===== src/rtl/chg_guard_pkg.sv =====
package chg_guard_pkg;

    typedef enum logic [1:0] {
        ST_IDLE = 2'd0,
        ST_ARM  = 2'd1,
        ST_HELD = 2'd2,
        ST_FREE = 2'd3
    } qual_st_e;

    typedef struct packed {
        logic hold;
        logic release_done;
    } qual_out_t;

    localparam int unsigned FAST_SHIFT = 6;

    function automatic int unsigned fast_count(input int unsigned n);
        int unsigned s;
        s = n >> FAST_SHIFT;
        return (s == 0) ? 1 : s;
    endfunction

    function automatic int unsigned max_of(input int unsigned a, input int unsigned b);
        return (a > b) ? a : b;
    endfunction

endpackage


===== src/rtl/chg_tick_timer.sv =====
module chg_tick_timer #(
    parameter int unsigned CNT_W = 10
) (
    input  logic             clk,
    input  logic             rst,
    input  logic             tick,
    input  logic             run,
    input  logic [CNT_W-1:0] limit,
    output logic             done
);
    logic [CNT_W-1:0] cnt;

    always_ff @(posedge clk) begin
        if (rst || !run)
            cnt <= '0;
        else if (tick && !done)
            cnt <= cnt + 1'b1;
    end

    assign done = run && (cnt >= limit);
endmodule


===== src/rtl/chg_oc_fsm.sv =====
module chg_oc_fsm
    import chg_guard_pkg::*;
#(
    parameter int unsigned DET_N = 1000,
    parameter int unsigned REL_N = 40,
    parameter int unsigned CNT_W = 10
) (
    input  logic       clk,
    input  logic       rst,
    input  logic       tick,
    input  logic       test_fast,
    input  logic [1:0] cell_over,
    input  logic [1:0] cell_low,
    input  logic       load_on,
    output qual_out_t  q
);
    localparam logic [CNT_W-1:0] DET_S = CNT_W'(DET_N);
    localparam logic [CNT_W-1:0] DET_F = CNT_W'(fast_count(DET_N));
    localparam logic [CNT_W-1:0] REL_S = CNT_W'(REL_N);
    localparam logic [CNT_W-1:0] REL_F = CNT_W'(fast_count(REL_N));

    qual_st_e         st, st_nx;
    logic             any_over, rel_ok, run, done;
    logic [CNT_W-1:0] limit;

    assign any_over = |cell_over;
    assign rel_ok   = load_on ? !any_over : &cell_low;
    assign run      = (st == ST_ARM) || (st == ST_FREE);
    assign limit    = (st == ST_ARM) ? (test_fast ? DET_F : DET_S)
                                     : (test_fast ? REL_F : REL_S);

    chg_tick_timer #(.CNT_W(CNT_W)) i_tmr (
        .clk(clk), .rst(rst), .tick(tick), .run(run), .limit(limit), .done(done)
    );

    always_comb begin
        st_nx = st;
        unique case (st)
            ST_IDLE: if (any_over) st_nx = ST_ARM;
            ST_ARM:  if (!any_over) st_nx = ST_IDLE;
                     else if (done) st_nx = ST_HELD;
            ST_HELD: if (rel_ok) st_nx = ST_FREE;
            ST_FREE: if (!rel_ok) st_nx = ST_HELD;
                     else if (done) st_nx = ST_IDLE;
        endcase
    end

    always_ff @(posedge clk) begin
        if (rst) st <= ST_IDLE;
        else     st <= st_nx;
    end

    assign q.hold         = (st == ST_HELD) || (st == ST_FREE);
    assign q.release_done = (st == ST_FREE) && rel_ok && done;
endmodule


===== src/rtl/chg_ovv_fsm.sv =====
module chg_ovv_fsm
    import chg_guard_pkg::*;
#(
    parameter int unsigned DET_N = 2,
    parameter int unsigned REL_N = 2,
    parameter int unsigned CNT_W = 10
) (
    input  logic clk,
    input  logic rst,
    input  logic tick,
    input  logic test_fast,
    input  logic flag,
    input  logic arm,
    input  logic handoff,
    output logic hold
);
    localparam logic [CNT_W-1:0] DET_S = CNT_W'(DET_N);
    localparam logic [CNT_W-1:0] DET_F = CNT_W'(fast_count(DET_N));
    localparam logic [CNT_W-1:0] REL_S = CNT_W'(REL_N);
    localparam logic [CNT_W-1:0] REL_F = CNT_W'(fast_count(REL_N));

    qual_st_e         st, st_nx;
    logic             run, done;
    logic [CNT_W-1:0] limit;

    assign run   = (st == ST_ARM) || (st == ST_FREE);
    assign limit = (st == ST_ARM) ? (test_fast ? DET_F : DET_S)
                                  : (test_fast ? REL_F : REL_S);

    chg_tick_timer #(.CNT_W(CNT_W)) i_tmr (
        .clk(clk), .rst(rst), .tick(tick), .run(run), .limit(limit), .done(done)
    );

    always_comb begin
        st_nx = st;
        unique case (st)
            ST_IDLE: if (handoff && flag) st_nx = ST_HELD;
                     else if (flag && arm) st_nx = ST_ARM;
            ST_ARM:  if (!flag || !arm) st_nx = ST_IDLE;
                     else if (done) st_nx = ST_HELD;
            ST_HELD: if (!flag) st_nx = ST_FREE;
            ST_FREE: if (flag) st_nx = ST_HELD;
                     else if (done) st_nx = ST_IDLE;
        endcase
    end

    always_ff @(posedge clk) begin
        if (rst) st <= ST_IDLE;
        else     st <= st_nx;
    end

    assign hold = (st == ST_HELD) || (st == ST_FREE);
endmodule


===== src/rtl/chg_guard_seq.sv =====
module chg_guard_seq
    import chg_guard_pkg::*;
#(
    parameter int unsigned OC_DET_TICKS  = 1000,
    parameter int unsigned OC_REL_TICKS  = 40,
    parameter int unsigned OVV_DET_TICKS = 2,
    parameter int unsigned OVV_REL_TICKS = 2
) (
    input  logic       clk,
    input  logic       rst,
    input  logic       tick,
    input  logic       test_fast,
    input  logic [1:0] cell_over,
    input  logic [1:0] cell_low,
    input  logic       load_on,
    input  logic       chg_ovv,
    input  logic       dis_on,
    output logic       chg_en,
    output logic       oc_active,
    output logic       ocur_block
);
    localparam int unsigned MAX_TICKS =
        max_of(max_of(OC_DET_TICKS, OC_REL_TICKS), max_of(OVV_DET_TICKS, OVV_REL_TICKS));
    localparam int unsigned CNT_W = $clog2(MAX_TICKS + 1);

    qual_out_t oc_q;
    logic      ovv_held;
    logic      ovv_arm;
    logic      ovv_handoff;

    chg_oc_fsm #(
        .DET_N(OC_DET_TICKS), .REL_N(OC_REL_TICKS), .CNT_W(CNT_W)
    ) i_oc (
        .clk(clk), .rst(rst), .tick(tick), .test_fast(test_fast),
        .cell_over(cell_over), .cell_low(cell_low), .load_on(load_on),
        .q(oc_q)
    );

    assign ovv_arm     = dis_on && !oc_q.hold;
    assign ovv_handoff = oc_q.release_done && dis_on;

    chg_ovv_fsm #(
        .DET_N(OVV_DET_TICKS), .REL_N(OVV_REL_TICKS), .CNT_W(CNT_W)
    ) i_ovv (
        .clk(clk), .rst(rst), .tick(tick), .test_fast(test_fast),
        .flag(chg_ovv), .arm(ovv_arm), .handoff(ovv_handoff),
        .hold(ovv_held)
    );

    assign chg_en     = !(oc_q.hold || ovv_held);
    assign oc_active  = oc_q.hold;
    assign ocur_block = oc_q.hold;
endmodule


===== config.mk =====
export PLATFORM = sky130hd
export DESIGN_NAME = chg_guard_seq
export DESIGN_NICKNAME = d
export VERILOG_FILES = /design/src/rtl/chg_guard_pkg.sv /design/src/rtl/chg_tick_timer.sv /design/src/rtl/chg_oc_fsm.sv /design/src/rtl/chg_ovv_fsm.sv /design/src/rtl/chg_guard_seq.sv
export SDC_FILE = /design/constraint.sdc
export NUM_CORES = 1
export LEC_CHECK = 0
export ABC_CLOCK_PERIOD_IN_PS = 2300
export BUFFER_PORTS_ARGS = -buffer_cell sky130_fd_sc_hd__buf_4
export CORE_MARGIN = 2
export CORE_UTILIZATION = 40
export DETAILED_ROUTE_END_ITERATION = 10
export PLACE_DENSITY_LB_ADDON = 0.2
export SYNTH_ARGS = -nofsm -noshare
export SYNTH_HDL_FRONTEND = slang
export SYNTH_SLANG_ARGS = --single-unit

===== constraint.sdc =====
create_clock -name clk -period 2.3 [get_ports clk]
set_input_delay 0.23 -clock clk [delete_from_list [all_inputs] [get_ports clk]]
set_output_delay 0.23 -clock clk [all_outputs]
set_load 0.02 [all_outputs]

[Yosys cells after proc, flatten, opt, wreduce, memory -nomap -nowiden]
Cells that the tools add are included.
Storage, ports and cells
  input bits: 11
  bits in registers: 24
  logic and storage cells: 75
Operators by class
  $lt $le $gt $ge: 2
  muxes and demuxes: 20
  equality and inequality tests: 14
  reductions and logical operators: 33
  $add $sub $neg: 2
Operators by type and width (count)
  two-way mux 2 bit: 14
  adder 10 x 1 -> 10 bit (second input constant): 2
  greater-or-equal comparator 10 bit: 2
  two-way mux 10 bit: 2
  case mux 2 bit (4 select lines): 2
  inequality test 3 bit (second input constant): 4
  logical AND 1 bit: 10
  logical NOT 1 bit: 9
  equality test 2 bit (second input constant): 4
  logical OR 1 bit: 8
  AND reduction 4 bit: 2
  two-way mux 6 bit: 1
  equality test 2 x 1 -> 1 bit (second input constant): 2
  logical NOT 2 bit: 2
  inequality test 2 x 1 -> 1 bit (second input constant): 2
  inequality test 3 x 1 -> 1 bit (second input constant): 1
  inequality test 2 bit (second input constant): 1
  AND reduction 2 bit: 1
  OR reduction 2 bit: 1
  two-way mux 1 bit: 1

[Logic depth before layout (Yosys ltp)]
Gate-level depths: netlist of the first run.
  depth after elaboration: 9
  mapped depth: 11
  depth with buffers taken out: 9

[Modules after synthesis]
From an unflattened synthesis of the first run, not the netlist that was laid out.
Second synthesis, totals
  cell total of the unflattened synthesis: 245
  area total of the unflattened synthesis: 1928.1 um^2
Modules (own cells, without submodules)
  chg_tick_timer: cells each 99, seq. area each 200.2 um^2, area an instance 792.0 um^2, instances 2
  chg_ovv_fsm: cells each 21, seq. area each 40.0 um^2, area an instance 175.2 um^2, instances 1
  chg_oc_fsm: cells each 22, seq. area each 40.0 um^2, area an instance 142.6 um^2, instances 1
  chg_guard_seq: cells each 4, seq. area each 0.0 um^2, area an instance 26.3 um^2, instances 1

[Least setup slack after synthesis of the first run]
Ideal clock, no wire load.
  kind: register -> register
  start: reg i_oc.st[1]
  end: reg i_oc.i_tmr.cnt[7]
  stages on the path, launching flop included: 11
  data required time: 2.230 ns
  arrival time: 2.159 ns
  setup slack: 0.071 ns
  buffers on the path: 1
  clock period less this slack: 2.229 ns
  cell sequence: dfxtp_1 clkbuf_1 nor2b_1 nand2b_1 ha_1 a21oi_1 o21ai_0 a21oi_4 a21boi_2 or4_1 a21oi_1
On the way
  longest elaborated chain between the ends: 6
  elaborated cells between the ends (all ways): 10
  classes of those cells: 1 x order compare; 2 x eq/ne; 1 x mux; 6 x reduce/logical
Ends and longest elaborated chain
  from (decl): line chg_oc_fsm.sv:22  | qual_st_e st, st_nx;
  from (signal assigned): line chg_oc_fsm.sv:50  | else st <= st_nx;
  equality test 2 x 1 -> 1 bit: line chg_oc_fsm.sv:28, chg_oc_fsm.sv:29
  two-way mux 10 bit: line chg_oc_fsm.sv:29  | assign limit = (st == ST_ARM) ? (test_fast ? DET_F : DET_S)
  greater-or-equal comparator 10 bit: line chg_tick_timer.sv:20  | assign done = run && (cnt >= limit);
  logical AND 1 bit: line chg_tick_timer.sv:20
  logical NOT 1 bit: line chg_tick_timer.sv:16  | else if (tick && !done)
  logical AND 1 bit: line chg_tick_timer.sv:16
  to (signal assigned): line chg_tick_timer.sv:17  | cnt <= cnt + 1'b1;
  to (decl): line chg_tick_timer.sv:11  | logic [CNT_W-1:0] cnt;
Parallel ways exist; a longest one is shown, timed or not.
A chain may end at the register's enable or synchronous reset.

[Worst setup path after layout of the first run]
  start: reg i_oc.st[0]
  end: reg i_oc.i_tmr.cnt[8]
Same word-level chain as after synthesis.

==> results of run 1 <==
-- routing by layer --
layer / global-route usage (%) / up-vias
met5: 0 / -
li1: - / 657
met4: 5.000 / 0
met2: 28.06 / 29
met1: 21.37 / 613
met3: 2.500 / 2
-- cells in the final DEF (no fill, tap or decap), types with 2 or more instances in the layout --
master / n
o21a_1: 4
nand3_1: 3
a21oi_1: 12
ha_1: 9
nand2_1: 8
ha_4: 4
nand4_1: 7
a31oi_1: 2
or3_1: 6
and2_1: 2
a21oi_2: 4
clkbuf_4: 3
and3_1: 5
nor3_1: 2
or4_1: 2
nand2b_1: 5
inv_1: 6
a21boi_4: 2
o31ai_1: 2
nor2_1: 14
o21ai_0: 7
dfxtp_1: 23
buf_4: 25
o2111ai_1: 2
a311oi_1: 2
mux2i_1: 2
-- final cells by class --
type | count | area (µm²) | share of cell area (%)
Clock buffer | 3 | 22.52 | 1.280
Inverter | 6 | 22.52 | 1.280
Multi-Input combinational cell | 129 | 975.9 | 55.48
Sequential cell | 24 | 481.7 | 27.38
Tap cell | 46 | 57.56 | 3.272
Timing Repair Buffer | 26 | 198.9 | 11.31
-- worst paths after layout --
check	from	to	slack (ps)	cells after the start
hold reg to reg	i_ovv.i_tmr.cnt[9]$_SDFFE_PP0P_	i_ovv.i_tmr.cnt[9]$_SDFFE_PP0P_	490	1
setup reg to reg	i_oc.st[0]$_SDFFE_PP0P_	i_oc.i_tmr.cnt[8]$_SDFFE_PP0P_	30	9
setup / recovery	i_oc.st[0]$_SDFFE_PP0P_	i_oc.i_tmr.cnt[8]$_SDFFE_PP0P_	30	9
hold / removal	rst	i_oc.st[1]$_SDFFE_PP0P_	120	2
-- cell families after synthesis --
group / Yosys count / share of synthesized area (%)
adders and majority gates: 13 / 11.65
and+or+nand+nor: 65 / 25.36
AOI/OAI and AO/OA: 45 / 20.97
muxes: 2 / 1.434
DFF: 24 / 34.41
xor gates and xnor gates: 2 / 1.255
buffers and inverters: 14 / 4.927
-- report_power, final --
group	internal, mW	switching (mW)	leakage (nW)
combinational	0.0569	0.0585	0.472
clock	0.0611	0.121	0.0138
sequential	0.421	0.00428	0.194
-- flip-flops by register name, indices dropped and copies added (netlist names) --
name,cells
i_oc.i_tmr.cnt,10
i_ovv.i_tmr.cnt,10
i_oc.st,2
i_ovv.st,2
-- timing repair --
action	4_1_cts	5_1_grt
resized for setup	4	16
setup endpoints to repair	12	11
pin swaps	1	13
gates cloned	1	1
setup buffers	1	4
==> metrics.txt, run 1 <==
status complete, no violations; Seq cells post-synth 24; antenna fix cells 0; Worst Hold Class input port to register; CTS sink count 24; initial antenna violation count 0; Final Non-Filler Cells 234; Slew headroom 73.31%; Ports 14; Reg clk slew, reported paths roughly 130 ps; total track usage about 16%; placed cell areas ~1600 µm²; Max clock buf depth 2; share of async-settable or async-resettable flops after synthesis 0%; CP max stage delay roughly 500 ps; Worst Path Max Fanout 5; max-slew violations 0; CP Launch Type register; die height about 63 µm; worst path buffer plus inverter count 0; Crit. End Element register; met3 routed WL approximately 110 µm; post-detail-place hpwl 2209 µm; Layout fillers 310; Clk Latency, worst-skew pair between 300 and 400 ps; most numerous cell in the Yosys netlist dfxtp_1; final net count approximately 210; IO buf count 13; delay-heaviest family, CP simple AND/OR/NAND/NOR gates; DR vias 1,301; EDFF count, synth 0; Initial Utilization a little over two fifths; placed cells 224; Core Util, Final a little over half; sequential area share after synthesis between 30% and 40%; Post-Route Hold Slack between 100 and 150 ps; Routed wire per std cell around 14 µm; Post-Route M1 WL approximately 1600 µm; final setup violation count 0; gpl congestion around 0.81; Remaining DRCs 0; Syn Std Cell Area 1396 µm²; DR top layer met4; min Tclk post-route about 2300 ps; vias in the first global route ~1,200; slowest library cell on the worst path or4_1; Worst EP required 2550 ps; WS Path Type register to register; final worst slack roughly 33 ps; post-synth top area share around a third; Ys Warns 0; initial DRC count 40; fmax approximately 0.44 GHz; Max Cap Violations 0; setup TNS 0 ps; dominant cells by area after synthesis dfxtp_1, ha_1, a21oi_1; Tightest Pin Transition 400.3 ps; H-tree depth 1; Mapped Avg Cell Area approximately 8.5 µm²; fin area ~1800 µm²; crit path DAT ~2500 ps; row count 21; Area growth syn-to-layout 25.99%; global-route wire length before repair between 5000 and 6000 µm; DIE WIDTH between 60 and 70 µm; TritonRoute pass-1 iters 4; worst vdd ir 308.2 µV; Mapped Cells roughly 170; pre-CTS setup slack -257.9 ps; DRT Wirelength 3385 µm; largest net degree at the start of global routing 13; core area approximately 3300 µm²; LEAKAGE ~0.7 nW; vias per cell approximately 5.6; Detail Route Antenna Nets 0; most frequent cells after synthesis dfxtp_1, a21oi_1, nor2_1; post-synth cell types 43; die area 3980 µm²; hold buffer count at CTS 0; Final Skew ~7.7 ps; met2 wire length approximately 1700 µm; fin crit share around 100%; ys flop type dfxtp_1; power per cell area slightly above 400 nW/µm²; worst-path cell chain nor2b_4, nor2b_1, ha_1, a211o_1, a21oi_2, or2_4, a21boi_4, or4_1, a21oi_1; Power, Total ~0.72 mW; TritonCTS clock tree yes; GRT overflow 0; fraction of layout cells with a size suffix above 1 about a quarter; net count after synthesis 189; RSZ-0062 raised after global routing yes; CTS buffer count 3; clock root cell clkbuf_4; final hold vios 0; Yosys top cell by area dfxtp_1
No activity file was read; power rests on OpenSTA's default activity.
==> inputs of run 2 (changes only) <==
- RECOVER_POWER: default -> 25
==> run 2 against run 1 <==
  * Sequential share of layout area grew 0.24 points
  * Global-route usage is the same
  * Count of clock-buffer cells in the layout is the same
  * Non-clock buffer count is the same
  * Largest power group unchanged
  * Highest routed layer unchanged
==> metrics.txt, run 2 (synthesis gave the netlist of run 1 again) <==
post-detail-place hpwl 2209 µm (unchanged); TritonRoute pass-1 iters 4 (unchanged); core area 3337 µm² (unchanged); IO buf count 13 (unchanged); fmax 0.4408 GHz (about the same); global-route wire length before repair 5306 µm (unchanged); worst vdd ir 306.7 µV (-0.51%); Final Skew 7.664 ps (-0.01493 ps); Detail Route Antenna Nets 0 (unchanged); Layout fillers 313 (+0.97%); initial DRC count 38 (-5.0%); highest-count cells in the layout ignoring fill and taps dfxtp_1, buf_4, nor2_1; H-tree depth 1 (unchanged); R2R cell count 10 (+1); fin crit share 98.63% (about the same); placed cells 224 (unchanged); Worst Hold Class input port to register; row count 21 (unchanged); Max clock buf depth 2 (unchanged); CP Launch Type register; power per cell area 413.3 nW/µm² (+0.53%); Hold Path Cell Cnt 2 (unchanged); vias in the first global route 1,209 (unchanged); Worst EP required 2550 ps (about the same); GRT overflow 0 (unchanged); fraction of layout cells with a size suffix above 1 24.47% (-2.1 points); Initial Utilization 41.84% (unchanged); die area 3980 µm² (unchanged); Tightest Pin Transition 405.2 ps (+4.893 ps); Clk Latency, worst-skew pair 310 ps (about the same); initial antenna violation count 0 (unchanged); pre-CTS setup slack -257.9 ps (unchanged); LEAKAGE 0.6654 nW (-2.2%); Slew headroom 72.99% (-0.33 points); Area growth syn-to-layout 24.91%; CP max stage delay 500 ps (about the same); gpl congestion 0.8123 (unchanged); Post-Route Hold Slack 122.2 ps (+0.02200 ps); CTS sink count 24 (unchanged); Routed wire per std cell 14.34 µm (-0.89%); Worst Path Max Fanout 5 (unchanged); die height 63.09 µm (unchanged); total track usage 16.47% (unchanged); CTS buffer count 3 (unchanged); setup TNS 0 ps (unchanged); worst-path cell chain nor2b_4, buf_4, nand2b_4, ha_4, a21oi_2, o21ai_2, a21oi_4, a21boi_4, or4_1, a21oi_1; slowest library cell on the worst path or4_1; Max Cap Violations 0 (unchanged); vias per cell 5.573 (+0.23%); Final Non-Filler Cells 234 (unchanged); antenna fix cells 0 (unchanged); crit path DAT 2520 ps (about the same); final net count 214 (unchanged); clock root cell clkbuf_4; Remaining DRCs 0 (unchanged); final hold vios 0 (unchanged); WS Path Type register to register; register area 481.7 µm² (unchanged); biggest regs i_oc.i_tmr.cnt: 10 flops, i_ovv.i_tmr.cnt: 10 flops; final worst slack 31.62 ps (-1.057 ps); largest net degree at the start of global routing 13 (unchanged); min Tclk post-route 2268 ps (+1.057 ps); Crit. End Element register; DRT Wirelength 3355 µm (-0.89%); most common cell after layout, fill and taps aside dfxtp_1; status complete, no violations; final setup violation count 0 (unchanged); DIE WIDTH 63.09 µm (unchanged); TritonCTS clock tree yes; DR vias 1,304 (+0.23%); Ports 14 (unchanged); area taken by multi-input logic gates 975.9 µm² (unchanged); max-slew violations 0 (unchanged); Reg clk slew, reported paths 130 ps (about the same); RSZ-0062 raised after global routing yes
==> run 2: final timing paths <==
check	from	endpoint	slack [ps]
max	i_oc.st[0]$_SDFFE_PP0P_	i_oc.i_tmr.cnt[8]$_SDFFE_PP0P_	30
min	rst	i_oc.st[1]$_SDFFE_PP0P_	120
max reg2reg	i_oc.st[0]$_SDFFE_PP0P_	i_oc.i_tmr.cnt[8]$_SDFFE_PP0P_	30
min reg2reg	i_ovv.i_tmr.cnt[9]$_SDFFE_PP0P_	i_ovv.i_tmr.cnt[9]$_SDFFE_PP0P_	490
==> run 2: per-stage QoR <==
stage               util, %  total power [mW]  instance area (µm²)
floorplan                 -            0.4910                 1396
global placement      46.91            0.5250                 1565
detailed placement    46.91            0.5279                 1565
CTS                   48.71            0.7129                 1625
global route          52.27            0.7616                 1744
finish                52.27            0.7209                 1744
==> run 2: layout make-up <==
type / count / area share (%)
sequential: 24 / 27.62
clock buffer: 3 / 1.291
multi-input combinational: 129 / 55.95
tap: 46 / 3.300
inverter: 6 / 1.291
timing repair buffer: 26 / 10.55
==> run 2: per-layer routing <==
layer,vias to the layer above,global-route usage [%],part of all wire [%]
li1,657,-,-
met1,616,21.37,46
met2,29,28.06,50
met3,2,2.500,3.8
met4,0,5.000,0.69
met5,-,0,0
==> run 2: critical path: cells and delay by family, from the launching register on <==
kind	cells	cell delay, ps
AOI/OAI and AO/OA	5	710
adders and majority gates	1	240
and+or+nand+nor	3	760
DFF	1	350
buffers and inverters	1	130
==> run 2: where the power goes <==
| part | switching, mW | internal, mW |
|---|---|---|
| combinational | 0.0581 | 0.0544 |
| sequential | 0.00422 | 0.421 |
| clock | 0.122 | 0.0611 |
==> run 2: timing repair <==
item | CTS | global route
cloned | 1 | 1
setup endpoints to repair | 12 | 11
resized for setup | 4 | 16
setup buffers | 1 | 4
pin swaps | 1 | 13
hold buffers | 0 | 0
